### src/rtl/thermal_guard_pkg.sv
package thermal_guard_pkg;

   localparam int OFS_LIMIT = 'h00;
   localparam int OFS_CALIB = 'h04;
   localparam int OFS_LOCK  = 'h08;
   localparam int OFS_SHDN  = 'h0C;
   localparam int OFS_TEMP  = 'h10;

   typedef enum logic [2:0] {
      SEL_NONE  = 3'd0,
      SEL_LIMIT = 3'd1,
      SEL_CALIB = 3'd2,
      SEL_LOCK  = 3'd3,
      SEL_SHDN  = 3'd4,
      SEL_TEMP  = 3'd5
   } reg_sel_t;

endpackage

### src/rtl/tg_decode.sv
module tg_decode
   import thermal_guard_pkg::*;
#(
   parameter int ADDR_W = 8
) (
   input  logic [ADDR_W-1:0] addr,
   output reg_sel_t          sel
);

   always_comb begin
      sel = SEL_NONE;
      if (addr == ADDR_W'(OFS_LIMIT))      sel = SEL_LIMIT;
      else if (addr == ADDR_W'(OFS_CALIB)) sel = SEL_CALIB;
      else if (addr == ADDR_W'(OFS_LOCK))  sel = SEL_LOCK;
      else if (addr == ADDR_W'(OFS_SHDN))  sel = SEL_SHDN;
      else if (addr == ADDR_W'(OFS_TEMP))  sel = SEL_TEMP;
   end

endmodule

### src/rtl/tg_lock_cell.sv
module tg_lock_cell (
   input  logic clk,
   input  logic rst_n,
   input  logic set_req,
   output logic locked_q
);

   always_ff @(posedge clk) begin
      if (!rst_n)       locked_q <= 1'b0;
      else if (set_req) locked_q <= 1'b1;
   end

   // once set, only reset may clear the lock
   assert_lock_sticky_R4: assert property (@(posedge clk) disable iff (!rst_n)
      locked_q |=> locked_q);

endmodule

### src/rtl/tg_cfg_bank.sv
module tg_cfg_bank #(
   parameter int DATA_W    = 32,
   parameter int TEMP_W    = 8,
   parameter int LIMIT_RST = 125,
   parameter int CALIB_RST = 0,
   parameter int SHDN_BIT  = 1
) (
   input  logic              clk,
   input  logic              rst_n,
   input  logic              locked,
   input  logic              wr_limit,
   input  logic              wr_calib,
   input  logic              wr_shdn,
   input  logic [DATA_W-1:0] wdata,
   output logic [TEMP_W-1:0] limit_q,
   output logic [DATA_W-1:0] calib_q,
   output logic              shdn_en_q
);

   logic open_w;
   assign open_w = !locked;

   always_ff @(posedge clk) begin
      if (!rst_n) begin
         limit_q   <= TEMP_W'(LIMIT_RST);
         calib_q   <= DATA_W'(CALIB_RST);
         shdn_en_q <= 1'b0;
      end else begin
         if (wr_limit && open_w) limit_q   <= wdata[TEMP_W-1:0];
         if (wr_calib && open_w) calib_q   <= wdata;
         if (wr_shdn  && open_w) shdn_en_q <= wdata[SHDN_BIT];
      end
   end

   // protected fields do not move while locked
   assert_limit_frozen_R5: assert property (@(posedge clk) disable iff (!rst_n)
      locked |=> $stable(limit_q));
   assert_calib_frozen_R5: assert property (@(posedge clk) disable iff (!rst_n)
      locked |=> $stable(calib_q));
   assert_enable_frozen_R5: assert property (@(posedge clk) disable iff (!rst_n)
      locked |=> $stable(shdn_en_q));

endmodule

### src/rtl/tg_read_port.sv
module tg_read_port
   import thermal_guard_pkg::*;
#(
   parameter int DATA_W    = 32,
   parameter int TEMP_W    = 8,
   parameter int SHDN_BIT  = 1,
   parameter bit IDLE_ZERO = 1'b1
) (
   input  logic              clk,
   input  logic              rst_n,
   input  logic              rd_en,
   input  reg_sel_t          sel,
   input  logic [TEMP_W-1:0] limit,
   input  logic [DATA_W-1:0] calib,
   input  logic              locked,
   input  logic              shdn_en,
   input  logic [TEMP_W-1:0] temp,
   output logic [DATA_W-1:0] rdata
);

   logic [DATA_W-1:0] word;

   always_comb begin
      word = '0;
      case (sel)
         SEL_LIMIT: word = DATA_W'(limit);
         SEL_CALIB: word = calib;
         SEL_LOCK:  word[0] = locked;
         SEL_SHDN:  word[SHDN_BIT] = shdn_en;
         SEL_TEMP:  word = DATA_W'(temp);
         default:   word = '0;
      endcase
   end

   generate
      if (IDLE_ZERO) begin : g_idle_zero
         always_ff @(posedge clk) begin
            if (!rst_n)     rdata <= '0;
            else if (rd_en) rdata <= word;
            else            rdata <= '0;
         end
         // no read strobe, no data
         assert_idle_quiet_R10: assert property (@(posedge clk) disable iff (!rst_n)
            !rd_en |=> (rdata == '0));
      end else begin : g_idle_hold
         always_ff @(posedge clk) begin
            if (!rst_n)     rdata <= '0;
            else if (rd_en) rdata <= word;
         end
      end
   endgenerate

endmodule

### src/rtl/thermal_guard_regs.sv
module thermal_guard_regs
   import thermal_guard_pkg::*;
#(
   parameter int ADDR_W    = 8,
   parameter int DATA_W    = 32,
   parameter int TEMP_W    = 8,
   parameter int LIMIT_RST = 125,
   parameter int SHDN_BIT  = 1,
   parameter bit IDLE_ZERO = 1'b1
) (
   input  logic              clk,
   input  logic              rst_n,
   input  logic [ADDR_W-1:0] bus_addr,
   input  logic              bus_wr,
   input  logic [DATA_W-1:0] bus_wdata,
   input  logic              bus_rd,
   output logic [DATA_W-1:0] bus_rdata,
   input  logic [TEMP_W-1:0] sensor_temp,
   output logic              shutdown_o
);

   localparam int TEMP_MAX = (1 << TEMP_W) - 1;

   generate
      if (TEMP_W < 1 || TEMP_W > DATA_W) begin : g_bad_temp_w
         $error("TEMP_W must lie in 1..DATA_W");
      end
      if (SHDN_BIT < 1 || SHDN_BIT >= DATA_W) begin : g_bad_shdn_bit
         $error("SHDN_BIT must lie in 1..DATA_W-1");
      end
      if (LIMIT_RST < 0 || LIMIT_RST > TEMP_MAX) begin : g_bad_limit
         $error("LIMIT_RST does not fit in TEMP_W bits");
      end
      if (ADDR_W < 5) begin : g_bad_addr_w
         $error("ADDR_W too small for the register map");
      end
   endgenerate

   reg_sel_t          sel;
   logic              locked;
   logic [TEMP_W-1:0] limit_q;
   logic [DATA_W-1:0] calib_q;
   logic              shdn_en_q;
   logic [TEMP_W-1:0] temp_q;
   logic              lock_set;

   tg_decode #(.ADDR_W(ADDR_W)) u_dec (
      .addr (bus_addr),
      .sel  (sel)
   );

   assign lock_set = bus_wr && (sel == SEL_LOCK) && bus_wdata[0];

   tg_lock_cell u_lock (
      .clk      (clk),
      .rst_n    (rst_n),
      .set_req  (lock_set),
      .locked_q (locked)
   );

   tg_cfg_bank #(
      .DATA_W    (DATA_W),
      .TEMP_W    (TEMP_W),
      .LIMIT_RST (LIMIT_RST),
      .CALIB_RST (0),
      .SHDN_BIT  (SHDN_BIT)
   ) u_cfg (
      .clk       (clk),
      .rst_n     (rst_n),
      .locked    (locked),
      .wr_limit  (bus_wr && (sel == SEL_LIMIT)),
      .wr_calib  (bus_wr && (sel == SEL_CALIB)),
      .wr_shdn   (bus_wr && (sel == SEL_SHDN)),
      .wdata     (bus_wdata),
      .limit_q   (limit_q),
      .calib_q   (calib_q),
      .shdn_en_q (shdn_en_q)
   );

   always_ff @(posedge clk) begin
      if (!rst_n) begin
         temp_q     <= '0;
         shutdown_o <= 1'b0;
      end else begin
         temp_q     <= sensor_temp;
         shutdown_o <= shdn_en_q && (temp_q >= limit_q);
      end
   end

   tg_read_port #(
      .DATA_W    (DATA_W),
      .TEMP_W    (TEMP_W),
      .SHDN_BIT  (SHDN_BIT),
      .IDLE_ZERO (IDLE_ZERO)
   ) u_rd (
      .clk     (clk),
      .rst_n   (rst_n),
      .rd_en   (bus_rd),
      .sel     (sel),
      .limit   (limit_q),
      .calib   (calib_q),
      .locked  (locked),
      .shdn_en (shdn_en_q),
      .temp    (temp_q),
      .rdata   (bus_rdata)
   );

   // the temperature register tracks the sensor with one cycle of delay
   assert_temp_follows_R7: assert property (@(posedge clk) disable iff (!rst_n)
      $past(rst_n) |-> (temp_q == $past(sensor_temp)));
   // trip condition raises the shutdown request on the next cycle
   assert_trip_raise_R8: assert property (@(posedge clk) disable iff (!rst_n)
      (shdn_en_q && (temp_q >= limit_q)) |=> shutdown_o);
   assert_trip_clear_R8: assert property (@(posedge clk) disable iff (!rst_n)
      !(shdn_en_q && (temp_q >= limit_q)) |=> !shutdown_o);

endmodule

### config.mk
export PLATFORM = sky130hd
export DESIGN_NAME = thermal_guard_regs
export DESIGN_NICKNAME = d
export VERILOG_FILES = /design/src/rtl/thermal_guard_pkg.sv /design/src/rtl/tg_decode.sv /design/src/rtl/tg_lock_cell.sv /design/src/rtl/tg_cfg_bank.sv /design/src/rtl/tg_read_port.sv /design/src/rtl/thermal_guard_regs.sv
export SDC_FILE = /design/constraint.sdc
export NUM_CORES = 1
export LEC_CHECK = 0
export BUFFER_PORTS_ARGS = -buffer_cell sky130_fd_sc_hd__buf_2
export CAP_MARGIN = 20
export CELL_PAD_IN_SITES_DETAIL_PLACEMENT = 1
export CELL_PAD_IN_SITES_GLOBAL_PLACEMENT = 2
export CORE_MARGIN = 1
export CORE_UTILIZATION = 34
export CTS_CLUSTER_DIAMETER = 200
export DETAILED_ROUTE_END_ITERATION = 12
export PLACE_DENSITY = 0.93
export SETUP_SLACK_MARGIN = 0.2
export SLEW_MARGIN = 30
export SYNTH_ARGS = -nofsm -noshare
export SYNTH_HDL_FRONTEND = slang
export SYNTH_SLANG_ARGS = --single-unit
### constraint.sdc
create_clock -name clk -period 5.4 [get_ports clk]
set_input_delay 1.08 -clock clk [delete_from_list [all_inputs] [get_ports clk]]
set_output_delay 1.08 -clock clk [all_outputs]
set_load 0.02 [all_outputs]
# After elaboration in Yosys (flattened, before gate mapping)

Cells that the tools add are included.

Order comparisons: 1
Equal/unequal tests: 9
Mux-type cells: 8
Reduce and logical (&&, ||, !) cells: 12

Operator list:

| operator                                                         | number |
|---|---|
| 30-bit case mux with 3 select lines                              | 1 |
| 8-bit by 4-bit == test with 1-bit output (second input constant) | 2 |
| 3-bit 2-to-1 mux                                                 | 5 |
| 1-bit logical AND                                                | 9 |
| 8-bit by 3-bit == test with 1-bit output (second input constant) | 1 |
| 8-bit by 5-bit == test with 1-bit output (second input constant) | 1 |
| 8-bit >= comparator                                              | 1 |
| 8-bit zero test                                                  | 1 |
| 1-bit case mux with 4 select lines                               | 2 |
| 3-bit by 2-bit == test with 1-bit output (second input constant) | 2 |
| 3-bit == test (second input constant)                            | 2 |
| 3-bit by 1-bit == test with 1-bit output (second input constant) | 1 |
| 2-bit AND reduction                                              | 1 |
| 1-bit zero test                                                  | 1 |

Flip-flop bits (word level): 83
Bits of input ports: 52
Output and inout port bits: 33
Logic and storage cells: 37

# Depth between registers and ports, before layout

Gate-level depths: netlist of run 1.

Depth in word-level cells: 9
Depth in mapped cells: 6
Gate-level depth less buffers: 6

# Hierarchy

A second synthesis of run 1 with hierarchy kept.

Cell total of the unflattened synthesis: 328
Area, all modules: 3323.2 µm²

By module, submodules not included:

| module             | instances | cells an instance | area an instance (µm²) | sequential area each (µm²) |
|---|---|---|---|---|
| tg_cfg_bank        | 1         | 177               | 1641.6                 | 820.8 |
| tg_read_port       | 1         | 92                | 1106.1                 | 640.6 |
| thermal_guard_regs | 1         | 50                | 483.0                  | 180.2 |
| tg_decode          | 1         | 7                 | 65.1                   | 0.0 |
| tg_lock_cell       | 1         | 2                 | 27.5                   | 20.0 |

# Worst setup path after synthesis of run 1

OpenSTA, ideal clock, no wires.

Path kind: input to register
Start: input port bus_addr[5]
End: register u_cfg.calib_q[2]
Setup time: 122 ps
Arrival: 2469 ps
Required time: 5278 ps
Setup slack: 2808 ps
Stages on the path: 5
Path buffers: 2
Path through: or4_1 -> buf_2 -> nor3_4 -> buf_6 -> o21ai_0

Cells in the longest elaborated chain, start to end: 9
Elaborated cells between the ends (all ways): 13
Classes of those cells: eq/ne: 5; mux: 5; reduce/logical: 3

Ends and longest elaborated chain:

| element                                      | line                     | text |
|---|---|---|
| from (decl)                                  | thermal_guard_regs.sv:13 | `input logic [ADDR_W-1:0] bus_addr,` |
| 8-bit by 5-bit == test with 1-bit output     | tg_decode.sv:16          | `else if (addr == ADDR_W'(OFS_TEMP)) sel = SEL_TEMP;` |
| 3-bit 2-to-1 mux                             | tg_decode.sv:16          |  |
| 3-bit 2-to-1 mux                             | tg_decode.sv:15          | `else if (addr == ADDR_W'(OFS_SHDN)) sel = SEL_SHDN;` |
| 3-bit 2-to-1 mux                             | tg_decode.sv:14          | `else if (addr == ADDR_W'(OFS_LOCK)) sel = SEL_LOCK;` |
| 3-bit 2-to-1 mux                             | tg_decode.sv:13          | `else if (addr == ADDR_W'(OFS_CALIB)) sel = SEL_CALIB;` |
| 3-bit 2-to-1 mux (*)                         | tg_decode.sv:12          | `if (addr == ADDR_W'(OFS_LIMIT)) sel = SEL_LIMIT;` |
| 3-bit by 2-bit == test with 1-bit output (*) | thermal_guard_regs.sv:72 | `.wr_calib (bus_wr && (sel == SEL_CALIB)),` |
| 1-bit logical AND (*)                        | thermal_guard_regs.sv:72 |  |
| 1-bit logical AND (*)                        | tg_cfg_bank.sv:30        | `if (wr_calib && open_w) calib_q <= wdata;` |
| to (signal assigned)                         | tg_cfg_bank.sv:26        | `calib_q <= DATA_W'(CALIB_RST);` |
| to (signal assigned)                         | tg_cfg_bank.sv:30        |  |
| to (decl)                                    | tg_cfg_bank.sv:16        | `output logic [DATA_W-1:0] calib_q,` |

Every way passes the cells marked *; elsewhere a longest branch is shown, timed or not.
A chain may end at the register's enable or synchronous reset.

# Final worst setup path of run 1

Start: input port bus_addr[5]
End: register u_cfg.calib_q[8]

The elaborated chain is that of the path after synthesis.

==> impl_results.md, run 1 <==
- WHS Path Cells: 1
- IO Count: 85
- Peak supply drop: 0.102 mV
- CTS tree: yes
- Clk slew on worst S/H paths: about 0.08 ns
- TNS Setup: 0 ns
- Inst Count DP: 510
- Placer Congestion: 0.795
- Multi-input logic area: around 1400 um^2
- Vias: 2535
- Synth Cell Area: 3210 um^2
- WL/cell: 13.7 um
- H-tree Lvls: 3
- Synth area leader: dfxtp_1
- Total grt overflow: 0
- Core area: 9200 um^2
- Top Layer Used: met4
- Chip height: 99.2 um
- PwrDens: between 200 and 300 nW/um^2
- CTS sink count: 83
- Type of origin of the critical path: input pin
- Dpl hpwl: 5120 um
- Setup crit end kind: flop
- Num CTS Buffers: 9
- Initial DRC count: 102
- Number of global-route vias before repair: 2676
- Max incr delay on CP: approximately 0.71 ns
- Mapped Cells: 334
- Buf+Inv Stages, Crit Path: 2
- Die Width: just under 100 um
- Synthesis-stage register bit count: a little over 80
- Yosys top cell area share: 51.7%
- Post-synth EDFFs: 0
- Critical Path Fanout Max: 64
- Reg-to-Reg Start: u_lock.locked_q
- PostCTS Resize Cnt: 0
- Post-CTS Hold Buffers: 0
- Ratio of cells with drive above 1 in the final layout: 32.6%
- Starting Density: a little over a third
- Reg2Reg Setup Slack: between 3 and 4 ns
- Wl on met1: 3230 um
- Cell breakdown of the critical path: buf_2 -> or4_1 -> nor3_4 -> buf_4 -> nand3_1 -> o21ai_2
- # diodes: 0
- Async set-reset flop share out of synthesis: 0%
- Syn_nets: 394
- Leakage: 1.64 nW
- Status: finished clean
- CTS root buf: clkbuf_8
- Met2 wire len: 3650 um
- Commonest cells post-synth: dfxtp_1 (83), nand2_1 (52), nand3_1 (34)
- Cell row count: 35
- Dominant synthesized flop cell: dfxtp_1
- Worst Clk Skew: 0.00624 ns
- Largest net degree at the start of global routing: 88
- RSZ-0062 raised after global routing: no
- Data required time of the worst path: 5.67 ns
- Final #Nets: 470
- Initial antenna violation count: 0
- Post-Route WL: a little over 7000 um
- Post-CTS setup repair buffer count: 0
- Die Area: 9840 um^2
- Period utilization: about 53%
- Antenna-violating nets left: 0
- Syn Area/Cell: 9.62 um^2
- Slew Limit Headroom: 44.3%
- Reg2reg end: u_cfg.calib_q[8]
- PortBufs: between 80 and 90
- Register area: 1660 um^2
- Max cap viols: 0
- Max Slew Vio Count: 0
- Critical path arrival: between 3 and 4 ns
- # DRC: 0
- Setup violators final: 0
- WS Path Type: in -> reg
- Min-delay worst type: reg -> reg
- FF-to-FF path depth: 5
- Hold path startpoint: u_cfg.calib_q[30]
- Synth-to-Final Area Change: 18.8%
- Slowest cell on crit path: or4_1
- Hold Path End: u_rd.rdata[30]
- CP top delay family: simple AND/OR/NAND/NOR gates
- Vias per std cell: 4.83
- Skew-Pair Late Insertion Delay: 0.34 ns
- Clock Path Buffers: 2
- Hold slack: 0.453 ns
- Synthesis Warnings: 0
- First-pass GRT wire length: 12300 um
- Register area share after synthesis: between 50% and 60%
- Slew at the pin closest to its max-slew limit: 0.835 ns
- FMAX: ~0.35 GHz
- Most frequent cell after synthesis: dfxtp_1
- Layout Cells excl Fill: 525
- Post-synth cell types: 38
- Top post-synthesis cells by area: dfxtp_1 (52%), o21ai_2 (7.6%), and2_1 (6.2%), nand2_1 (6.1%), nand3_1 (5.3%)
- Drt pass-1 iters: 4
- Endpoints failing hold: 0
- Clock period minus worst slack: 2.86 ns
- Metal3 WL: 246 um
- Gr usage total: 15.9%
- Fillers: 1102
[sequential cells by signal, summed over array words and instances (netlist names)]
signal,count
u_cfg.calib_q,32
shutdown_o,1
u_rd.rdata,32
u_cfg.shdn_en_q,1
u_lock.locked_q,1
u_cfg.limit_q,8
temp_q,8
[final cells by class]
class	count	share of cell area, %
flip-flops and latches	83	43.6
multi-input cells	221	36.2
repair buffers	87	11.6
well taps	111	3.64
clock buffers	10	3.35
clock inverters	5	0.820
inverters	8	0.787
[layer usage]
layer / GRT usage (%) / vias to the layer above
li1: - / 1286
met1: 18.9 / 1193
met2: 28.1 / 48
met3: 3.23 / 8
met4: 6.45 / 0
met5: 0 / -
[layout by cell type, fill, tap and decap left out, drive strengths merged, types with 2 or more instances in the layout]
master  instances
nor2           10
o21ai          41
and2           32
clkbuf         10
nor2b           2
a21o            2
nand3          35
nand2          52
clkinv          4
ha              8
mux2i           5
buf            87
nor3            2
nand4           2
nand2b          2
nor4            3
o211ai          6
nand3b          2
a22oi           7
dfxtp          83
inv             8
[power by group]
part | switching [W] | internal [W] | total, W
Combinational | 0.0000306 | 0.0000215 | 0.0000521
Sequential | 0.00000212 | 0.000615 | 0.000617
Clock | 0.000214 | 0.000163 | 0.000377
[how the worst max path moves through the flow]
stage,cells past startpoint,to,start
floorplan,5,u_cfg.calib_q[2],bus_addr[5]
global placement,6,u_cfg.calib_q[15],bus_addr[5]
detailed placement,6,u_cfg.calib_q[10],bus_addr[5]
CTS,6,u_cfg.calib_q[8],bus_addr[5]
global route,6,u_cfg.calib_q[8],bus_addr[5]
finish,6,u_cfg.calib_q[8],bus_addr[5]
[through the flow]
step	setup WS [ns]	utilization (%)	area, um^2	total power (W)
2_1_floorplan	2.81	-	3210	0.000656
4_1_cts	2.52	41.5	3810	0.00106
5_1_grt	2.41	41.5	3810	0.00110
6_report	2.54	41.5	3810	0.00105
3_3_place_gp	2.29	39.8	3660	0.000683
3_5_place_dp	2.18	39.8	3660	0.000684
[kinds of logic (layout without fill, tap and decap cells)]
logic type      after synthesis  after routing  share of synthesized area [%]
fa+ha+maj                     8              8                           3.12
flops                        83             83                           51.7
mux                           5              5                           1.56
compound gates               61             61                           14.3
buf+inv                      30            110                           5.22
simple gates                147            147                           24.1
Note: power is estimated with default switching activity, not from simulation.
==> run 2: changes to the inputs <==
--- a/config.mk
+++ b/config.mk
@@ -10,10 +10,10 @@
 export CELL_PAD_IN_SITES_DETAIL_PLACEMENT = 1
 export CELL_PAD_IN_SITES_GLOBAL_PLACEMENT = 2
 export CORE_MARGIN = 1
-export CORE_UTILIZATION = 34
+export CORE_UTILIZATION = 31
 export CTS_CLUSTER_DIAMETER = 200
 export DETAILED_ROUTE_END_ITERATION = 12
-export PLACE_DENSITY = 0.93
+export PLACE_DENSITY = 0.87
 export SETUP_SLACK_MARGIN = 0.2
 export SLEW_MARGIN = 30
 export SYNTH_ARGS = -nofsm -noshare
==> constraint.sdc (replaced) <==
create_clock -name clk -period 2.75 [get_ports clk]
set_input_delay 0.55 -clock clk [delete_from_list [all_inputs] [get_ports clk]]
set_output_delay 0.55 -clock clk [all_outputs]
set_load 0.02 [all_outputs]
==> impl_results.md, run 2 (synthesis gave the netlist of run 1 again) <==
- Status: finished clean
- Post-CTS setup repair buffer count: 0
- Worst Clk Skew: 0.0111 ns
- Register area: 1660 um^2
- Comb pwr share: about 4.7%
- CTS tree: yes
- Cell row count: 36
- Fillers: ~1200
- # diodes: 0
- Hold Path End: temp_q[0]
- Min-delay worst type: in -> reg
- Initial antenna violation count: 0
- Critical Path Fanout Max: 13
- Max Slew Vio Count: 0
- Number of global-route vias before repair: 2595
- Vias per std cell: between 4 and 5
- Pint: ~0.0017 W
- Slew at the pin closest to its max-slew limit: just under 0.5 ns
- Num CTS Buffers: 9
- RSZ-0062 raised after global routing: no
- WS Path Type: in -> reg
- # DRC: 0
- Peak supply drop: 0.198 mV
- Critical path arrival: 2.17 ns
- WL/cell: 13.0 um
- Initial DRC count: 42
- Reg power frac: between 50% and 60%
- PostCTS Resize Cnt: 0
- Layout Cells excl Fill: 551
- Period utilization: 70.3%
- FMAX: 0.517 GHz
- Pre-CTS setup slack: ~0.43 ns
- Largest net degree at the start of global routing: 72
- Data required time of the worst path: 2.99 ns
- Commonest non-fill, non-tap cells in the layout: buf_2 (84), dfxtp_1 (83), nand2_1 (52)
- Die Area: 10800 um^2
- Psw: 0.000531 W
- First-pass GRT wire length: approximately 12000 um
- Post-CTS Hold Buffers: 0
- Gr usage total: between 10% and 20%
- Final setup margin: 0.815 ns
- Drt pass-1 iters: 4
- TNS Setup: 0 ns
- Clk slew on worst S/H paths: roughly 0.080 ns
- Post-Route WL: 7140 um
- FF-to-FF path depth: 5
- Final Power: 0.00224 W
- Ratio of cells with drive above 1 in the final layout: 33.5%
- Clock Path Buffers: 2
- H-tree Lvls: 3
- Sw Ratio: a little under a quarter
- Inst Count DP: around 540
- CTS root buf: clkbuf_8
- PwrDens: between 500 and 600 nW/um^2
- Vias: between 2000 and 3000
- Dpl hpwl: about 5000 um
- Total grt overflow: 0
- Clock period minus worst slack: 1.93 ns
- Type of origin of the critical path: input pin
- Final #Nets: 473
- CTS sink count: 83
- Multi-input logic area: 1380 um^2
- Endpoints failing hold: 0
- Core area: a little under 10000 um^2
- Slew Limit Headroom: 67.3%
- Placer Congestion: ~0.75
- WHS Path Cells: 2
- IO Count: 85
- Top flop regs: u_cfg.calib_q: 32 flops, u_rd.rdata: 32 flops
- Starting Density: 32.4%
- Synth-to-Final Area Change: 23.1%
- Die Width: 104 um
- Leakage: 1.68 nW
- Reg2Reg Setup Slack: roughly 1.4 ns
- Clock power frac: between 40% and 50%
- Antenna-violating nets left: 0
- Max cap viols: 0
- Hold path startpoint: sensor_temp[0]
- Reg2reg end: u_cfg.limit_q[7]
- Reg-to-Reg Start: u_lock.locked_q
- Commonest non-fill, non-tap cell in the layout: buf_2
- PortBufs: 84
- Setup crit end kind: flop
- Setup violators final: 0
- Skew-Pair Late Insertion Delay: 0.36 ns
- Chip height: roughly 100 um
-- run 2: changes by cell type in the layout (fill, tap and decap cells not counted), sizes merged --
cell	delta
buf	+3
bufinv	+1
inv	+2
clkinv	-3
clkinvlp	+1
-- run 2: worst max-delay path, cell delays in order --
cell,delay [ns]
buf_2,0.10
or4_1,0.70
nor4_4,0.30
buf_4,0.24
mux2i_1,0.20
nor2b_1,0.07
-- run 2: worst max path at each step --
stage | from | end | slack (ns) | cells after the start
floorplan | bus_addr[5] | u_cfg.calib_q[2] | 0.69 | 5
global placement | bus_addr[5] | u_cfg.limit_q[0] | 0.48 | 6
detailed placement | bus_addr[5] | u_cfg.limit_q[0] | 0.43 | 6
CTS | bus_addr[5] | u_cfg.limit_q[7] | 0.82 | 6
global route | bus_addr[5] | u_cfg.limit_q[7] | 0.73 | 6
finish | bus_addr[5] | u_cfg.limit_q[7] | 0.82 | 6
-- run 2: final cells by class --
cell class | instances | share of cell area (%)
tap | 133 | 4.21
clock buffer | 10 | 3.48
inverter | 8 | 0.760
multi-input combinational | 221 | 35.0
timing repair buffer | 90 | 12.7
sequential | 83 | 42.0
clock inverter | 6 | 1.80
-- run 2: power by group through the flow --
| stage | clock network [W] | logic [W] | registers (W) |
|---|---|---|---|
| finish | 0.000918 | 0.000106 | 0.00121 |
| detailed placement | 0 | 0.000108 | 0.00124 |
| CTS | 0.000949 | 0.000109 | 0.00121 |
| global route | 0.00100 | 0.000120 | 0.00121 |
| global placement | 0 | 0.000106 | 0.00124 |
| floorplan | 0 | 0.0000488 | 0.00124 |
-- run 2: through the flow --
stage / utilization (%) / hold slack, ns / area (um^2)
global route: 39.9 / 0.386 / 3950
finish: 39.9 / 0.403 / 3950
detailed placement: 37.8 / 0.442 / 3740
CTS: 39.9 / 0.378 / 3950
global placement: 37.8 / 0.437 / 3740
floorplan: - / 0.430 / 3210
-- run 2: layer usage --
| metal | up-vias | routed length, um | track usage (%) | share of wire [%] |
|---|---|---|---|---|
| met1 | 1216 | 3300 | 17.7 | 46 |
| met5 | - | 0 | 0 | 0 |
| met2 | 56 | 3360 | 23.4 | 47 |
| met4 | 0 | 143 | 6.43 | 2.0 |
| met3 | 11 | 340 | 3.90 | 4.8 |
| li1 | 1289 | - | - | - |
==> run 3: changes to the inputs <==
==> constraint.sdc (replaced) <==
create_clock -name clk -period 2 [get_ports clk]
set_input_delay 0.4 -clock clk [delete_from_list [all_inputs] [get_ports clk]]
set_output_delay 0.4 -clock clk [all_outputs]
set_load 0.02 [all_outputs]
==> impl_results.md, run 3 (synthesis gave the netlist of run 1 again) <==
- Die Area: 10800 um^2
- Drt pass-1 iters: 4
- WHS Path Cells: 2
- CTS tree: yes
- Skew-Pair Late Insertion Delay: roughly 0.35 ns
- TNS Setup: 0 ns
- FF-to-FF path depth: 5
- Critical Path Fanout Max: 12
- Synth-to-Final Area Change: 26.6%
- Hold slack: 0.258 ns
- Final Power: 0.00306 W
- Core area: 9910 um^2
- Clock Path Buffers: 2
- Worst Clk Skew: 0.0103 ns
- Peak supply drop: roughly 0.42 mV
- Vias per std cell: 4.65
- Fillers: 1175
- Placed cell areas: 3850 um^2
- Initial antenna violation count: 0
- Largest net degree at the start of global routing: just under 90
- WL/cell: between 10 and 15 um
- Die Width: ~100 um
- # diodes: 0
- Clock period minus worst slack: 1.65 ns
- Inst Count DP: 542
- Number of global-route vias before repair: 2550
- RSZ-0062 raised after global routing: no
- Total grt overflow: 0
- # DRC: 0
- PortBufs: 84
- Final Instance Area: 4070 um^2
- Gr usage total: 14.3%
- H-tree Lvls: 3
- Reg2Reg Setup Slack: 0.61 ns
- Critical path arrival: ~1.9 ns
- Register area: 1660 um^2
- Num CTS Buffers: 9
- Clk slew on worst S/H paths: 0.09 ns
- PostCTS Resize Cnt: 0
- Slew at the pin closest to its max-slew limit: 0.410 ns
- Hold path startpoint: sensor_temp[7]
- Starting Density: 32.4%
- Dpl hpwl: around 5300 um
- Status: finished clean
- Reg-to-Reg Start: u_lock.locked_q
- Placer Congestion: slightly below 0.8
- Final #Nets: 480
- Chip height: 104 um
- CTS root buf: clkbuf_8
- Multi-input logic area: 1420 um^2
- Data required time of the worst path: 2.24 ns
- Initial DRC count: 74
- WS Path Type: in -> reg
- Post-CTS setup repair buffer count: 0
- Cell row count: 36
- Layout Cells excl Fill: between 500 and 600
- Post-Route WL: 7360 um
- Reg2reg end: u_cfg.calib_q[17]
- FMAX: 0.607 GHz
- Slew Limit Headroom: about 72%
- Setup violators final: 0
- Max Slew Vio Count: 0
- First-pass GRT wire length: 12300 um
- Period utilization: 82.4%
- Post-CTS Hold Buffers: 0
- Min-delay worst type: in -> reg
- Endpoints failing hold: 0
- Setup crit end kind: flop
- Max cap viols: 0
- Ratio of cells with drive above 1 in the final layout: 36.2%
- Vias: 2593
- Leakage: about 1.7 nW
- PwrDens: 754 nW/um^2
- CTS sink count: 83
- Antenna-violating nets left: 0
- Type of origin of the critical path: input pin
- IO Count: 85
- Commonest non-fill, non-tap cell in the layout: buf_2
- Hold Path End: temp_q[7]
- Top flop regs: u_cfg.calib_q: 32 flops, u_rd.rdata: 32 flops
- Commonest non-fill, non-tap cells in the layout: buf_2 (84), dfxtp_1 (83), nand2_1 (52)
==> run 3: cell types whose count changed in the layout (fill, tap and decap cells not counted), moves of 2 or more <==
| cell | previous run | this run |
|---|---|---|
| buf_12 | 3 | 5 |
| o21ai_0 | 12 | 10 |
| nand3_2 | 1 | 7 |
| nand3_1 | 34 | 28 |
| clkinv_4 | 1 | 3 |
| buf_4 | 3 | 8 |
| o21ai_1 | 1 | 3 |
==> run 3: layer usage <==
layer	GRT usage (%)	wire length (um)	share of wire [%]	up-vias
li1	-	-	-	1312
met1	18.4	3420	46	1211
met2	23.4	3520	48	61
met3	2.77	296	4.0	9
met4	6.12	120	1.6	0
met5	0	0	0	-
==> run 3: critical path, stage by stage <==
cell     delay, ns
buf_2         0.11
or4_4         0.59
nor4_4        0.37
buf_12        0.18
mux2i_1       0.18
nor2b_1       0.06
==> run 3: metrics by stage <==
step	utilization (%)	setup WS [ns]
after global placement	38.9	0.0136
final	41.0	0.353
after CTS	41.0	0.365
after global routing	41.0	0.308
after detailed placement	38.9	-0.0105
after floorplan	-	0.149
==> run 3: worst max path at each step <==
stage / startpoint / endpoint / slack [ns] / cells past startpoint
after floorplan: bus_addr[5] / u_cfg.limit_q[2] / 0.15 / 5
after global placement: bus_addr[5] / u_cfg.limit_q[7] / 0.01 / 6
after detailed placement: bus_addr[5] / u_cfg.limit_q[7] / -0.01 / 6
after CTS: bus_addr[5] / u_cfg.limit_q[7] / 0.36 / 6
after global routing: bus_addr[5] / u_cfg.limit_q[7] / 0.31 / 6
final: bus_addr[5] / u_cfg.limit_q[7] / 0.35 / 6
==> run 3: layout make-up <==
cell class                 instances  share of cell area [%]
inverter                           8                   0.739
tap                              133                    4.09
multi-input combinational        221                    34.8
clock inverter                     6                    1.79
sequential                        83                    40.9
clock buffer                      10                    3.39
timing repair buffer              97                    14.3
==> run 3: power breakdown <==
part           switching, W  internal [W]  leakage, nW
sequential       0.00000544       0.00166        0.671
combinational     0.0000868     0.0000681        0.958
clock              0.000620      0.000622        0.103
total              0.000713       0.00235         1.73
